`config.mk`:
```
export PLATFORM = sky130hd
export DESIGN_NAME = fe_rx_decoder
export DESIGN_NICKNAME = d
export VERILOG_FILES = /design/src/rtl/fe_rx_pkg.sv /design/src/rtl/fe_rx_linecode.sv /design/src/rtl/fe_rx_descram.sv /design/src/rtl/fe_rx_align_dec.sv /design/src/rtl/fe_rx_decoder.sv
export SDC_FILE = /design/constraint.sdc
export NUM_CORES = 1
export LEC_CHECK = 0
export BUFFER_PORTS_ARGS = -buffer_cell sky130_fd_sc_hd__buf_2
export CORE_ASPECT_RATIO = 2
export CORE_MARGIN = 3
export CORE_UTILIZATION = 46
export DETAILED_ROUTE_END_ITERATION = 7
export PLACE_DENSITY = 0.66
export SLEW_MARGIN = 10
export SYNTH_ARGS = -nofsm -noshare
export SYNTH_HDL_FRONTEND = slang
export SYNTH_SLANG_ARGS = --single-unit
```
`constraint.sdc`:
```
create_clock -name clk -period 2 [get_ports clk]
set_clock_uncertainty 0.05 [all_clocks]
set_input_delay 0.1 -clock clk [delete_from_list [all_inputs] [get_ports clk]]
set_output_delay 0.1 -clock clk [all_outputs]
set_load 0.01 [all_outputs]
```
`src/rtl/fe_rx_pkg.sv`:
```
package fe_rx_pkg;

    typedef enum logic [1:0] {
        GRP_DATA,
        GRP_END,
        GRP_IDLE,
        GRP_BAD
    } grp_kind_e;

    typedef struct packed {
        grp_kind_e  kind;
        logic [3:0] nib;
    } grp_dec_t;

    // start-of-stream delimiter, oldest bit at the left
    localparam logic [9:0] SSD_PATTERN = 10'b1100010001;

    function automatic grp_dec_t decode_grp(input logic [4:0] g);
        grp_dec_t r;
        r.kind = GRP_DATA;
        r.nib  = 4'h0;
        case (g)
            5'b11110: r.nib = 4'h0;
            5'b01001: r.nib = 4'h1;
            5'b10100: r.nib = 4'h2;
            5'b10101: r.nib = 4'h3;
            5'b01010: r.nib = 4'h4;
            5'b01011: r.nib = 4'h5;
            5'b01110: r.nib = 4'h6;
            5'b01111: r.nib = 4'h7;
            5'b10010: r.nib = 4'h8;
            5'b10011: r.nib = 4'h9;
            5'b10110: r.nib = 4'hA;
            5'b10111: r.nib = 4'hB;
            5'b11010: r.nib = 4'hC;
            5'b11011: r.nib = 4'hD;
            5'b11100: r.nib = 4'hE;
            5'b11101: r.nib = 4'hF;
            5'b01101: r.kind = GRP_END;
            5'b11111: r.kind = GRP_IDLE;
            default:  r.kind = GRP_BAD;
        endcase
        return r;
    endfunction

endpackage

```
`src/rtl/fe_rx_linecode.sv`:
```
module fe_rx_linecode (
    input  logic       clk,
    input  logic       rst_n,
    input  logic [1:0] sym_i,
    output logic       bit_o
);
    typedef struct packed {
        logic [1:0] lvl;
        logic       nrzi;
        logic       nrzi_prev;
        logic       nrz;
        logic [1:0] warm;
    } lc_st_t;

    lc_st_t st_d, st_q;
    logic [1:0] lvl_in;

    always_comb begin
        st_d   = st_q;
        lvl_in = (sym_i == 2'b10) ? 2'b00 : sym_i;
        // stage 1: rebuild NRZI waveform, toggling on every level change
        st_d.lvl       = lvl_in;
        st_d.nrzi      = st_q.nrzi ^ (lvl_in != st_q.lvl);
        // stage 2: NRZI to NRZ, a transition is a one
        st_d.nrzi_prev = st_q.nrzi;
        st_d.nrz       = st_q.nrzi ^ st_q.nrzi_prev;
        if (st_q.warm != 2'd3) st_d.warm = st_q.warm + 2'd1;
    end

    always_ff @(posedge clk) begin
        if (!rst_n) st_q <= '0;
        else        st_q <= st_d;
    end

    assign bit_o = st_q.nrz;


    bit_tracks_level_chk: assert property (@(posedge clk) disable iff (!rst_n)
        (st_q.warm == 2'd3) |-> (st_q.nrz == ($past(st_q.lvl, 1) != $past(st_q.lvl, 2))));

endmodule

```
`src/rtl/fe_rx_descram.sv`:
```
module fe_rx_descram #(
    parameter int IDLE_RUN  = 30,
    parameter int HOLD_BITS = 1024
) (
    input  logic clk,
    input  logic rst_n,
    input  logic bit_i,
    output logic bit_o,
    output logic lock_o
);
    localparam int RUN_W = $clog2(IDLE_RUN + 1);
    localparam int HOLD_W = $clog2(HOLD_BITS + 1);
    localparam logic [RUN_W-1:0]  RUN_MAX   = RUN_W'(IDLE_RUN);
    localparam logic [RUN_W-1:0]  RUN_LAST  = RUN_W'(IDLE_RUN - 1);
    localparam logic [HOLD_W-1:0] HOLD_LAST = HOLD_W'(HOLD_BITS - 1);

    typedef struct packed {
        logic [10:0]       sr;
        logic              lock;
        logic [RUN_W-1:0]  run;
        logic [HOLD_W-1:0] hold;
        logic              dout;
    } ds_st_t;

    ds_st_t st_d, st_q;
    logic   kp;
    logic   plain;

    always_comb begin
        st_d  = st_q;
        kp    = st_q.sr[10] ^ st_q.sr[8];
        plain = bit_i ^ kp;
        st_d.dout = plain;
        if (!st_q.lock) begin
            // acquisition: idle bits reveal the keystream directly
            st_d.sr   = {st_q.sr[9:0], ~bit_i};
            st_d.hold = '0;
            if (plain) begin
                if (st_q.run == RUN_LAST) begin
                    st_d.lock = 1'b1;
                    st_d.run  = RUN_MAX;
                end else begin
                    st_d.run = st_q.run + RUN_W'(1);
                end
            end else begin
                st_d.run = '0;
            end
        end else begin
            st_d.sr = {st_q.sr[9:0], kp};
            if (!plain)                 st_d.run = '0;
            else if (st_q.run != RUN_MAX) st_d.run = st_q.run + RUN_W'(1);
            if (st_q.run == RUN_MAX) begin
                st_d.hold = '0;
            end else if (st_q.hold == HOLD_LAST) begin
                st_d.lock = 1'b0;
                st_d.run  = '0;
                st_d.hold = '0;
            end else begin
                st_d.hold = st_q.hold + HOLD_W'(1);
            end
        end
    end

    always_ff @(posedge clk) begin
        if (!rst_n) st_q <= '0;
        else        st_q <= st_d;
    end

    assign bit_o  = st_q.dout;
    assign lock_o = st_q.lock;


    lock_after_run_chk: assert property (@(posedge clk) disable iff (!rst_n)
        $rose(st_q.lock) |-> ($past(st_q.run) == RUN_LAST));


    unlock_on_hold_chk: assert property (@(posedge clk) disable iff (!rst_n)
        $fell(st_q.lock) |-> ($past(st_q.hold) == HOLD_LAST));

endmodule

```
`src/rtl/fe_rx_align_dec.sv`:
```
module fe_rx_align_dec
    import fe_rx_pkg::*;
(
    input  logic       clk,
    input  logic       rst_n,
    input  logic       bit_i,
    input  logic       lock_i,
    output logic [3:0] data_o,
    output logic       dv_o,
    output logic       er_o,
    output logic       stb_o
);
    typedef struct packed {
        logic       in_frame;
        logic [9:0] win;
        logic [3:0] grp;
        logic [2:0] ph;
        logic [3:0] data;
        logic       dv;
        logic       er;
        logic       stb;
    } ad_st_t;

    ad_st_t   st_d, st_q;
    grp_dec_t dec;

    always_comb begin
        st_d     = st_q;
        st_d.stb = 1'b0;
        dec      = decode_grp({st_q.grp, bit_i});
        if (!lock_i) begin
            st_d.in_frame = 1'b0;
            st_d.win      = '0;
            st_d.ph       = '0;
            st_d.dv       = 1'b0;
            st_d.er       = 1'b0;
        end else if (!st_q.in_frame) begin
            st_d.win = {st_q.win[8:0], bit_i};
            st_d.dv  = 1'b0;
            st_d.er  = 1'b0;
            if ({st_q.win[8:0], bit_i} == SSD_PATTERN) begin
                st_d.in_frame = 1'b1;
                st_d.ph       = '0;
                st_d.win      = '0;
            end
        end else begin
            st_d.grp = {st_q.grp[2:0], bit_i};
            if (st_q.ph == 3'd4) begin
                st_d.ph = '0;
                case (dec.kind)
                    GRP_DATA: begin
                        st_d.stb  = 1'b1;
                        st_d.dv   = 1'b1;
                        st_d.er   = 1'b0;
                        st_d.data = dec.nib;
                    end
                    GRP_BAD: begin
                        st_d.stb  = 1'b1;
                        st_d.dv   = 1'b1;
                        st_d.er   = 1'b1;
                        st_d.data = 4'h0;
                    end
                    GRP_IDLE: begin
                        st_d.stb      = 1'b1;
                        st_d.dv       = 1'b1;
                        st_d.er       = 1'b1;
                        st_d.data     = 4'h0;
                        st_d.in_frame = 1'b0;
                    end
                    default: begin
                        st_d.dv       = 1'b0;
                        st_d.er       = 1'b0;
                        st_d.in_frame = 1'b0;
                    end
                endcase
            end else begin
                st_d.ph = st_q.ph + 3'd1;
            end
        end
    end

    always_ff @(posedge clk) begin
        if (!rst_n) st_q <= '0;
        else        st_q <= st_d;
    end

    assign data_o = st_q.data;
    assign dv_o   = st_q.dv;
    assign er_o   = st_q.er;
    assign stb_o  = st_q.stb;


    dv_rise_with_nibble_chk: assert property (@(posedge clk) disable iff (!rst_n)
        $rose(st_q.dv) |-> st_q.stb);


    single_strobe_chk: assert property (@(posedge clk) disable iff (!rst_n)
        st_q.stb |=> !st_q.stb);


    strobe_in_frame_chk: assert property (@(posedge clk) disable iff (!rst_n)
        st_q.stb |-> $past(st_q.in_frame));


    dv_clear_unlocked_chk: assert property (@(posedge clk) disable iff (!rst_n)
        !lock_i |=> !st_q.dv);

endmodule

```
`src/rtl/fe_rx_decoder.sv`:
```
module fe_rx_decoder #(
    parameter int IDLE_RUN  = 30,
    parameter int HOLD_BITS = 1024
) (
    input  logic       clk,
    input  logic       rst_n,
    input  logic [1:0] sym_i,
    output logic [3:0] rx_data,
    output logic       rx_dv,
    output logic       rx_er,
    output logic       rx_stb,
    output logic       locked
);
    logic line_bit;
    logic plain_bit;
    logic dec_dv;

    fe_rx_linecode u_line (
        .clk   (clk),
        .rst_n (rst_n),
        .sym_i (sym_i),
        .bit_o (line_bit)
    );

    fe_rx_descram #(
        .IDLE_RUN  (IDLE_RUN),
        .HOLD_BITS (HOLD_BITS)
    ) u_descram (
        .clk    (clk),
        .rst_n  (rst_n),
        .bit_i  (line_bit),
        .bit_o  (plain_bit),
        .lock_o (locked)
    );

    fe_rx_align_dec u_dec (
        .clk    (clk),
        .rst_n  (rst_n),
        .bit_i  (plain_bit),
        .lock_i (locked),
        .data_o (rx_data),
        .dv_o   (dec_dv),
        .er_o   (rx_er),
        .stb_o  (rx_stb)
    );

    // lock loss masks data-valid in the same cycle
    assign rx_dv = dec_dv & locked;

endmodule

```
# == Word level (Yosys, flattened, before mapping) ==
# Index checks and enable logic that the tools add are counted.
# classes
shifts,0
addsub,3
muxes,24
multipliers,0
n_eq_ne,28
n_div,0
reduce_logical,13
n_lt_le_gt_ge,0
bitwise,8
# op_table
cell,n
$eq A5 B5 Y1 const B,14
$pmux W4 S15,1
$mux W11,3
$eq A5 B4 Y1 const B,6
$mux W5,4
$mux W18,1
$reduce_or A16 Y1,1
$mux W6,2
$add A11 B1 Y11 const B,1
$eq A11 B10 Y1 const B,1
$eq A10 B10 Y1 const B,1
$mux W3,3
$pmux W4 S2,1
$reduce_and A4 Y1,2
$eq A2 B2 Y1 const B,3
$mux W1,6
$pmux W2 S3,1
$add A5 B1 Y5 const B,1
$ne A5 B5 Y1 const B,1
$pmux W2 S2,1
$reduce_and A2 Y1,2
$reduce_bool A2 Y1,2
$reduce_or A2 Y1,2
$reduce_or A4 Y1,1
10 further kinds,15
# totals
in_bits,4
n_memories,0
wordCells,93
ram_bits,0
out_inout_bits,8
latch_bits,0
regBits,58
rom_bits,0

# == Depth between registers and ports, before layout ==
# Gate-level depths: netlist of run 1.
# logic_depth
word_depth,8
mapped_depth,7
depth_no_buf,6

# == Cells and area by module ==
# Synthesis of run 1 repeated with hierarchy kept, for this count alone.
# unflattened
cells_unflattened,266
hier_area_um2,2526.2
# modules_own_cells
module,area_per_inst_um2,seq_area_each_um2,cells_per_inst,instances
fe_rx_align_dec,1212.4,480.5,137,1
fe_rx_descram,1136.1,580.6,113,1
fe_rx_linecode,171.4,100.1,15,1
fe_rx_decoder,6.3,0.0,1,1

# == Worst setup path before layout of run 1 ==
# Ideal clock, no wire load.
# synth_path
kind,reg-to-reg
start,register u_dec.st_q[7] (netlist name)
end,"register u_dec.st_q, in the netlist u_dec.data_o[0]"
path_slack_ns,0.513
setup_ns,0.116
arrival_time_ns,1.321
required_ns,1.834
synth_period_minus_slack_ns,1.487
path_buffers,1
path_stages_with_launch,8
path_cell_list,dfxtp_1 > inv_1 > ha_1 > and2_1 > buf_2 > o311ai_2 > and3_1 > a41o_2
# synth_via
elab_chain_cells,2
# synth_rtl
item,line,source
"start, declared",fe_rx_align_dec.sv:24,"ad_st_t st_d, st_q;"
"start signal, assigned",fe_rx_align_dec.sv:84,else st_q <= st_d;
$eq A3 B3 Y1,fe_rx_align_dec.sv:48,if (st_q.ph == 3'd4) begin
$reduce_and A4 Y1 (no line),--,
# Every way passes these cells.
# A chain may end at the register's enable or synchronous reset.

# == Worst setup path after layout of run 1 ==
# layout_path
start,register u_descram.st_q[1] (netlist name)
end,register u_descram.st_q[3] (netlist name)
# layout_via
elab_chain_cells,2
word_cells_on_any_way,3
classes_between,add/sub: 1; eq/ne: 1; reduce/logical: 1
# layout_rtl
item,line,source
"start, declared",fe_rx_descram.sv:25,"ds_st_t st_d, st_q;"
"start signal, assigned",fe_rx_descram.sv:66,else st_q <= st_d;
branches (longest 2 deep; another with $add A11 B1 Y11),--,
# Parallel ways; which one is timed is not known.

==> out/metrics.yaml, run 1 <==
avgSynthCellArea_um2: 9.71
vias_per_cell: 5.30
die-area_um2: 6240
r2r_cells: 5
multi_input_area_um2: 1150
initial_core_util_pct: 48.6
seqPwrFrac_pct: 53.7
dp_hpwl_mm: 2.88
power_frac_comb_pct: 2.3
die_w_um: 57.4
nFillCells: 466
hold_class: "input pin to flop"
synth_cells: 250
syn_area_um2: 2430
ys_ff_latch: 58
h-tree-depth: 3
synth_top_area_cell: "dfxtp_1"
grt_usage_pct: 15.2
peakVddDrop_uv: 509
cts_made_buffers: 9
critical_path_required_ns: 2.15
path_max_fanout: 11
grt_pass1_wl_mm: 7.21
cts_resized: 0
drtIter0Drc: 56
power_frac_clock_pct: 44.0
synth_edf_count: 0
diodes: 0
clkLatencyLatePin_ns: 0.33
grt_max_degree: 31
post_cts_buffers: 0
coreArea_um2: 5000
nets: 272
reg2reg_to: "u_descram.st_q[3]"
row_count: 36
switching_share_pct: 21.0
rsz0062_at_grt: "false"
crit_path_start_kind: "flop"
die_h_um: 109
gr-total-overflow: 0
fmax_mhz: 593
holdBufCountCts: 2
worst_slew_pin_slew_ns: 0.547
yosys_warnings: 0
dr.pass1.iters: 4
ys_types: 43
fin_crit_ns: 1.69
path_class: "flop to flop"
clock_path_buffers: 2
drt_wl_total_mm: 4.18
clock_sinks: 58
hp-start: "rst_n"
p_int_mw: 1.75
grt_antenna_before_repair: 0
grt_pass1_vias: 1694
r2r_setup_slack_ns: 0.31
io_pins: 12
syn_to_final_growth_pct: 11.1
drc: 0
postRouteAntennaNets: 0
slew_viol_final: 0
fin_crit_sh_pct: 84.3
synth_fp_nets: 260
vias: 1718
tns_ns: 0
r2r-start: "u_descram.st_q[1]"
yosysSeqAreaShare_pct: 47.8
async_flop_share_pct: 0
max_slew_margin_pct: 63.5
status: "finished clean"
drive_gt1_share_pct: 14.6
hold-worst-slack_ns: 0.143
path_clk_slew_ns: 0.06
wl_per_cell_um: 12.9
register_area_um2: 1160
netlist_top_cells_area: "dfxtp_1, xor2_1, and2_1"
switchingPower_mw: 0.465
cellPowerDensity_nw_per_um2: 820
cap_violations: 0
arrival_ns: 1.84
p_leak_nw: 1.04
cts-root-buf: "clkbuf_8"
hold_viol: 0
min_path_cells: 3
synth_top_area_share_pct: 47.8
setup_viol: 0
synth_top_flop_cell: "dfxtp_1"
port-buffer-count: 11
cts_tree: "yes"
end_kind: "flop"
min_to: "u_dec.st_q[16]"
place_congestion: 0.781
through the flow:
stage | util [%] | cells | power (mW) | worst slack [ns] | cell area (µm²)
2_1_floorplan | - | 250 | 1.25 | 0.513 | 2430
3_3_place_gp | 49.9 | 306 | 1.26 | 0.328 | 2500
3_5_place_dp | 49.9 | 306 | 1.26 | 0.312 | 2500
4_1_cts | 54.0 | 324 | 2.25 | 0.302 | 2700
5_1_grt | 54.0 | 324 | 2.30 | 0.111 | 2700
6_report | 54.0 | 324 | 2.21 | 0.313 | 2700
power by group through the flow:
stage          sequential [mW]  clock [mW]  combinational [mW]
3_3_place_gp              1.21           0              0.0473
6_report                  1.19       0.973              0.0509
2_1_floorplan             1.21           0              0.0364
3_5_place_dp              1.22           0              0.0484
4_1_cts                   1.19        1.01              0.0520
5_1_grt                   1.19        1.05              0.0587
placed cells by master, fill, tap and decap left out, types with 7 or more instances in the layout:
cell,Yosys,layout
and2_1,17,17
buf_2,5,11
clkbuf_8,0,12
dfxtp_1,58,58
inv_1,7,7
nand2_1,22,22
nand3_1,10,10
nor2_1,20,20
xnor2_1,7,7
xor2_1,13,13
cells by family (layout without fill, tap and decap cells):
family	Yosys count	in the layout	synth area share [%]
adder cells (fa/ha/maj)	6	6	3.09
buffers and inverters	23	40	4.74
multiplexers	4	4	1.65
flip-flops	58	58	47.8
AO/OA/AOI/OAI	43	43	13.9
AND/OR/NAND/NOR	96	96	21.6
XOR/XNOR	20	20	7.21
flip-flops by register name, indices dropped and copies added (netlist names), 3 cells and up:
name / cells
u_dec.st_q: 17
u_line.st_q: 3
u_dec.data_o: 4
u_descram.st_q: 27
critical path, stage by stage (launching register included):
cell and delay [ns]:
dfxtp_1 0.37, ha_1 0.21, and4_1 0.27, nand4b_2 0.18
nand4_1 0.39, nor2_1 0.09
metal layers:
layer	GRT usage [%]	wire (µm)	vias up
met5	0	0	-
met4	9.12	103	0
met3	4.62	123	9
met2	27.3	2270	24
met1	14.6	1680	805
li1	-	-	880
layout make-up:
cell class | instances | share of cell area (%)
sequential | 58 | 43.0
clock buffer | 14 | 6.40
timing repair buffer | 17 | 3.89
multi-input combinational | 169 | 42.7
clock inverter | 2 | 0.371
tap | 57 | 2.64
inverter | 7 | 0.974
cell usage after synthesis, drive strengths merged, types with 6 or more instances:
master / instances
inv: 7
nand3: 11
xnor2: 7
a22o: 6
a21boi: 6
a21oi: 6
xor2: 13
dfxtp: 58
nand2: 22
and2: 19
ha: 6
nor2: 20
o21ai: 8
buf: 12
worst max path at each step:
stage                     depth (start not counted)         startpoint  slack, ns                end
final                                             5  u_descram.st_q[1]       0.31  u_descram.st_q[3]
after global routing                              5  u_descram.st_q[1]       0.11  u_descram.st_q[8]
after CTS                                         6      u_dec.st_q[7]       0.30    u_dec.data_o[0]
after detailed placement                          5  u_descram.st_q[1]       0.31  u_descram.st_q[3]
after global placement                            6      u_dec.st_q[7]       0.33    u_dec.data_o[0]
after floorplan                                   7      u_dec.st_q[7]       0.51    u_dec.data_o[0]
Note: power is estimated with default switching activity, not from simulation.
==> inputs of run 2 (changes only) <==
--- a/config.mk
+++ b/config.mk
@@ -5,12 +5,13 @@
 export SDC_FILE = /design/constraint.sdc
 export NUM_CORES = 1
 export LEC_CHECK = 0
+export ABC_AREA = 1
 export BUFFER_PORTS_ARGS = -buffer_cell sky130_fd_sc_hd__buf_2
 export CORE_ASPECT_RATIO = 2
 export CORE_MARGIN = 3
 export CORE_UTILIZATION = 46
 export DETAILED_ROUTE_END_ITERATION = 7
-export PLACE_DENSITY = 0.66
+export PLACE_DENSITY = 0.68
 export SLEW_MARGIN = 10
 export SYNTH_ARGS = -nofsm -noshare
 export SYNTH_HDL_FRONTEND = slang
==> constraint.sdc (replaced) <==
create_clock -name clk -period 1.5 [get_ports clk]
set_clock_uncertainty 0.05 [all_clocks]
set_input_delay 0.075 -clock clk [delete_from_list [all_inputs] [get_ports clk]]
set_output_delay 0.075 -clock clk [all_outputs]
set_load 0.01 [all_outputs]
==> run 2 against run 1 <==
  * Combinational power increased by 90%
  * Critical endpoint is now u_descram.lock_o
  * Fmax increased by 22%
  * Clock power increased by 84%
  * Routed wire length increased by 16%
  * Utilization increased by 1.0 points
  * Die area increased by 5.9%
  * Largest cell class is now multi-input gates
  * First-iteration DRC count increased by 59%
  * Power increased by 56%
  * Hold slack got worse by 0.13 ns
  * Non-clock buffer count increased by 1
  * Sequential cell count unchanged
  * Worst setup slack got worse by 0.20 ns
==> out/metrics.yaml, run 2 <==
postRouteAntennaNets: 0
tns_ns: 0
coreArea_um2: 5420
synth_edf_count: 0
drive_gt1_share_pct: 18.8
hp-start: "rst_n"
fmax_mhz: 723
total_power_mw: 3.46
max_slew_margin_pct: 80.9
met2_usage_pct: 30.6
vias_per_cell: 4.95
nets: 366
reg2reg_to: "u_descram.lock_o"
crit_path_start_kind: "flop"
async_flop_share_pct: 0
final_common_cell: "nand2_1"
grt.busiest_layer: "met2"
gr-total-overflow: 0
hold_class: "input pin to flop"
h-tree-depth: 3
p_leak_nw: 1.30
clock_path_buffers: 2
synth_cells: 338
die-area_um2: 6610
dr.pass1.iters: 4
cellPowerDensity_nw_per_um2: 1160
nFillCells: 523
grt_pass1_vias: 2052
status: "finished clean"
drc: 0
syn_to_final_growth_pct: 15.3
grt_antenna_before_repair: 0
post_cts_buffers: 0
end_kind: "flop"
slew_viol_final: 0
yosys_warnings: 0
hold_viol: 0
grt_max_degree: 22
clock_sinks: 58
path_max_fanout: 4
path_class: "flop to flop"
path_clk_slew_ns: 0.07
ys_ff_latch: 58
drt_wl_total_mm: 4.83
io_pins: 12
cts-root-buf: "clkbuf_8"
cts_tree: "yes"
synth_most_common_cell: "nand2_1"
row_count: 38
wl_per_cell_um: 11.5
cpMaxStageDelayCell: "dfxtp_1"
netlist_top_cells_count: "nand2_1, dfxtp_1, inv_1"
port-buffer-count: 11
yosysSeqAreaShare_pct: 44.9
synth_top_flop_cell: "dfxtp_1"
fin_crit_sh_pct: 92.3
clkLatencyLatePin_ns: 0.34
dp_hpwl_mm: 3.53
min_to: "u_dec.st_q[19]"
r2r_setup_slack_ns: 0.12
die_w_um: 59.0
r2r-start: "u_descram.st_q[1]"
syn_area_um2: 2580
synth_fp_nets: 348
rsz0062_at_grt: "false"
use_met3_pct: 5.75
arrival_ns: 1.56
worstPathCellList: "ha_1 -> nand2_1 -> nor2_4 -> nand3_4 -> nor2_2 -> nor2_2 -> nor2_1 -> nor2_1"
min_path_cells: 3
critical_path_required_ns: 1.68
peakVddDrop_uv: 1340
grt_usage_pct: 17.0
synth_top_area_share_pct: 44.9
r2r_cells: 8
largest_register: "u_descram.st_q"
cap_violations: 0
largest_reg_flops: 27
layout_common_cells: "nand2_1, dfxtp_1, inv_1"
die_h_um: 112
worst_slew_pin_slew_ns: 0.286
avgSynthCellArea_um2: 7.65
netlist_top_cells_area: "dfxtp_1, nand2_1, inv_1"
max_stage_delay_ns: 0.37
grt_pass1_wl_mm: 8.64
synth_top_area_cell: "dfxtp_1"
initial_core_util_pct: 47.7
setup_viol: 0
vias: 2083
diodes: 0
place_congestion: 0.818
use_met1_pct: 16.6
cts_made_buffers: 9
fin_crit_ns: 1.38
ys_types: 36
drtIter0Drc: 89
run 2: changes by cell type after synthesis, moves of 6 or more:
cell,previous run,this run
a21oi_1,6,21
and2_1,17,0
o21ai_0,6,17
a22o_1,6,0
inv_2,0,8
nor2_1,20,29
nand2_1,22,84
xor2_1,13,3
inv_1,7,39
run 2: how the worst max path moves through the flow:
stage                       start                 end  slack, ns  depth (start not counted)
6_report        u_descram.st_q[1]    u_descram.lock_o       0.12                          8
4_1_cts         u_descram.st_q[1]   u_descram.st_q[3]       0.05                          6
3_5_place_dp    u_descram.st_q[1]   u_descram.st_q[3]       0.09                          6
2_1_floorplan  u_descram.st_q[12]    u_descram.lock_o       0.20                          8
5_1_grt         u_descram.st_q[1]  u_descram.st_q[11]       0.02                          8
3_3_place_gp    u_descram.st_q[1]   u_descram.st_q[3]       0.13                          6
run 2: area by class of cell:
cell class / instances / area [µm²] / area share, %
repair buffers: 18 / 113 / 3.78
clock buffers: 10 / 138 / 4.62
inverters: 50 / 193 / 6.47
flip-flops and latches: 58 / 1160 / 39.0
clock inverters: 6 / 114 / 3.82
multi-input cells: 219 / 1190 / 39.8
well taps: 60 / 75.1 / 2.52
run 2: where the power goes:
part / total [mW] / switching [mW] / internal [mW]
clock network: 1.79 / 0.636 / 1.15
registers: 1.58 / 0.0136 / 1.56
logic: 0.0966 / 0.0576 / 0.0389
total: 3.46 / 0.707 / 2.75
run 2: logic make-up (layout without fill, tap and decap cells):
family	Yosys count	count (layout)	share of synthesized area, %
AOI/OAI and AO/OA	50	50	10.8
xor gates and xnor gates	8	8	2.71
adders and majority gates	6	6	2.90
buffers and inverters	61	84	10.2
DFF	58	58	44.9
and+or+nand+nor	155	155	28.4
run 2: stage by stage:
step	cell area, µm²	util (%)	worst slack [ns]	hold WS, ns	cells
floorplan	2580	-	0.202	0.118	338
global placement	2680	49.5	0.129	0.251	403
detailed placement	2680	49.5	0.0913	0.259	403
CTS	2950	54.5	0.0463	0.00000872	421
global route	2980	55.0	0.0163	0.0113	421
finish	2980	55.0	0.116	0.00953	421
run 2: worst max-delay path, delay by kind of cell, from the launching register on:
family / cells / cell delay (ns)
and+or+nand+nor: 7 / 0.66
DFF: 1 / 0.37
adders and majority gates: 1 / 0.18
run 2: timing repair:
action	4_1_cts	5_1_grt
setup endpoints to repair	0	11
hold buffers	2	0
gates resized for setup	0	5
hold endpoints to repair	2	0
run 2: routing by layer:
layer	part of all wire (%)	vias up
met5	0	-
met2	56	28
met1	38	948
li1	-	1095
met3	3.0	12
met4	3.1	0
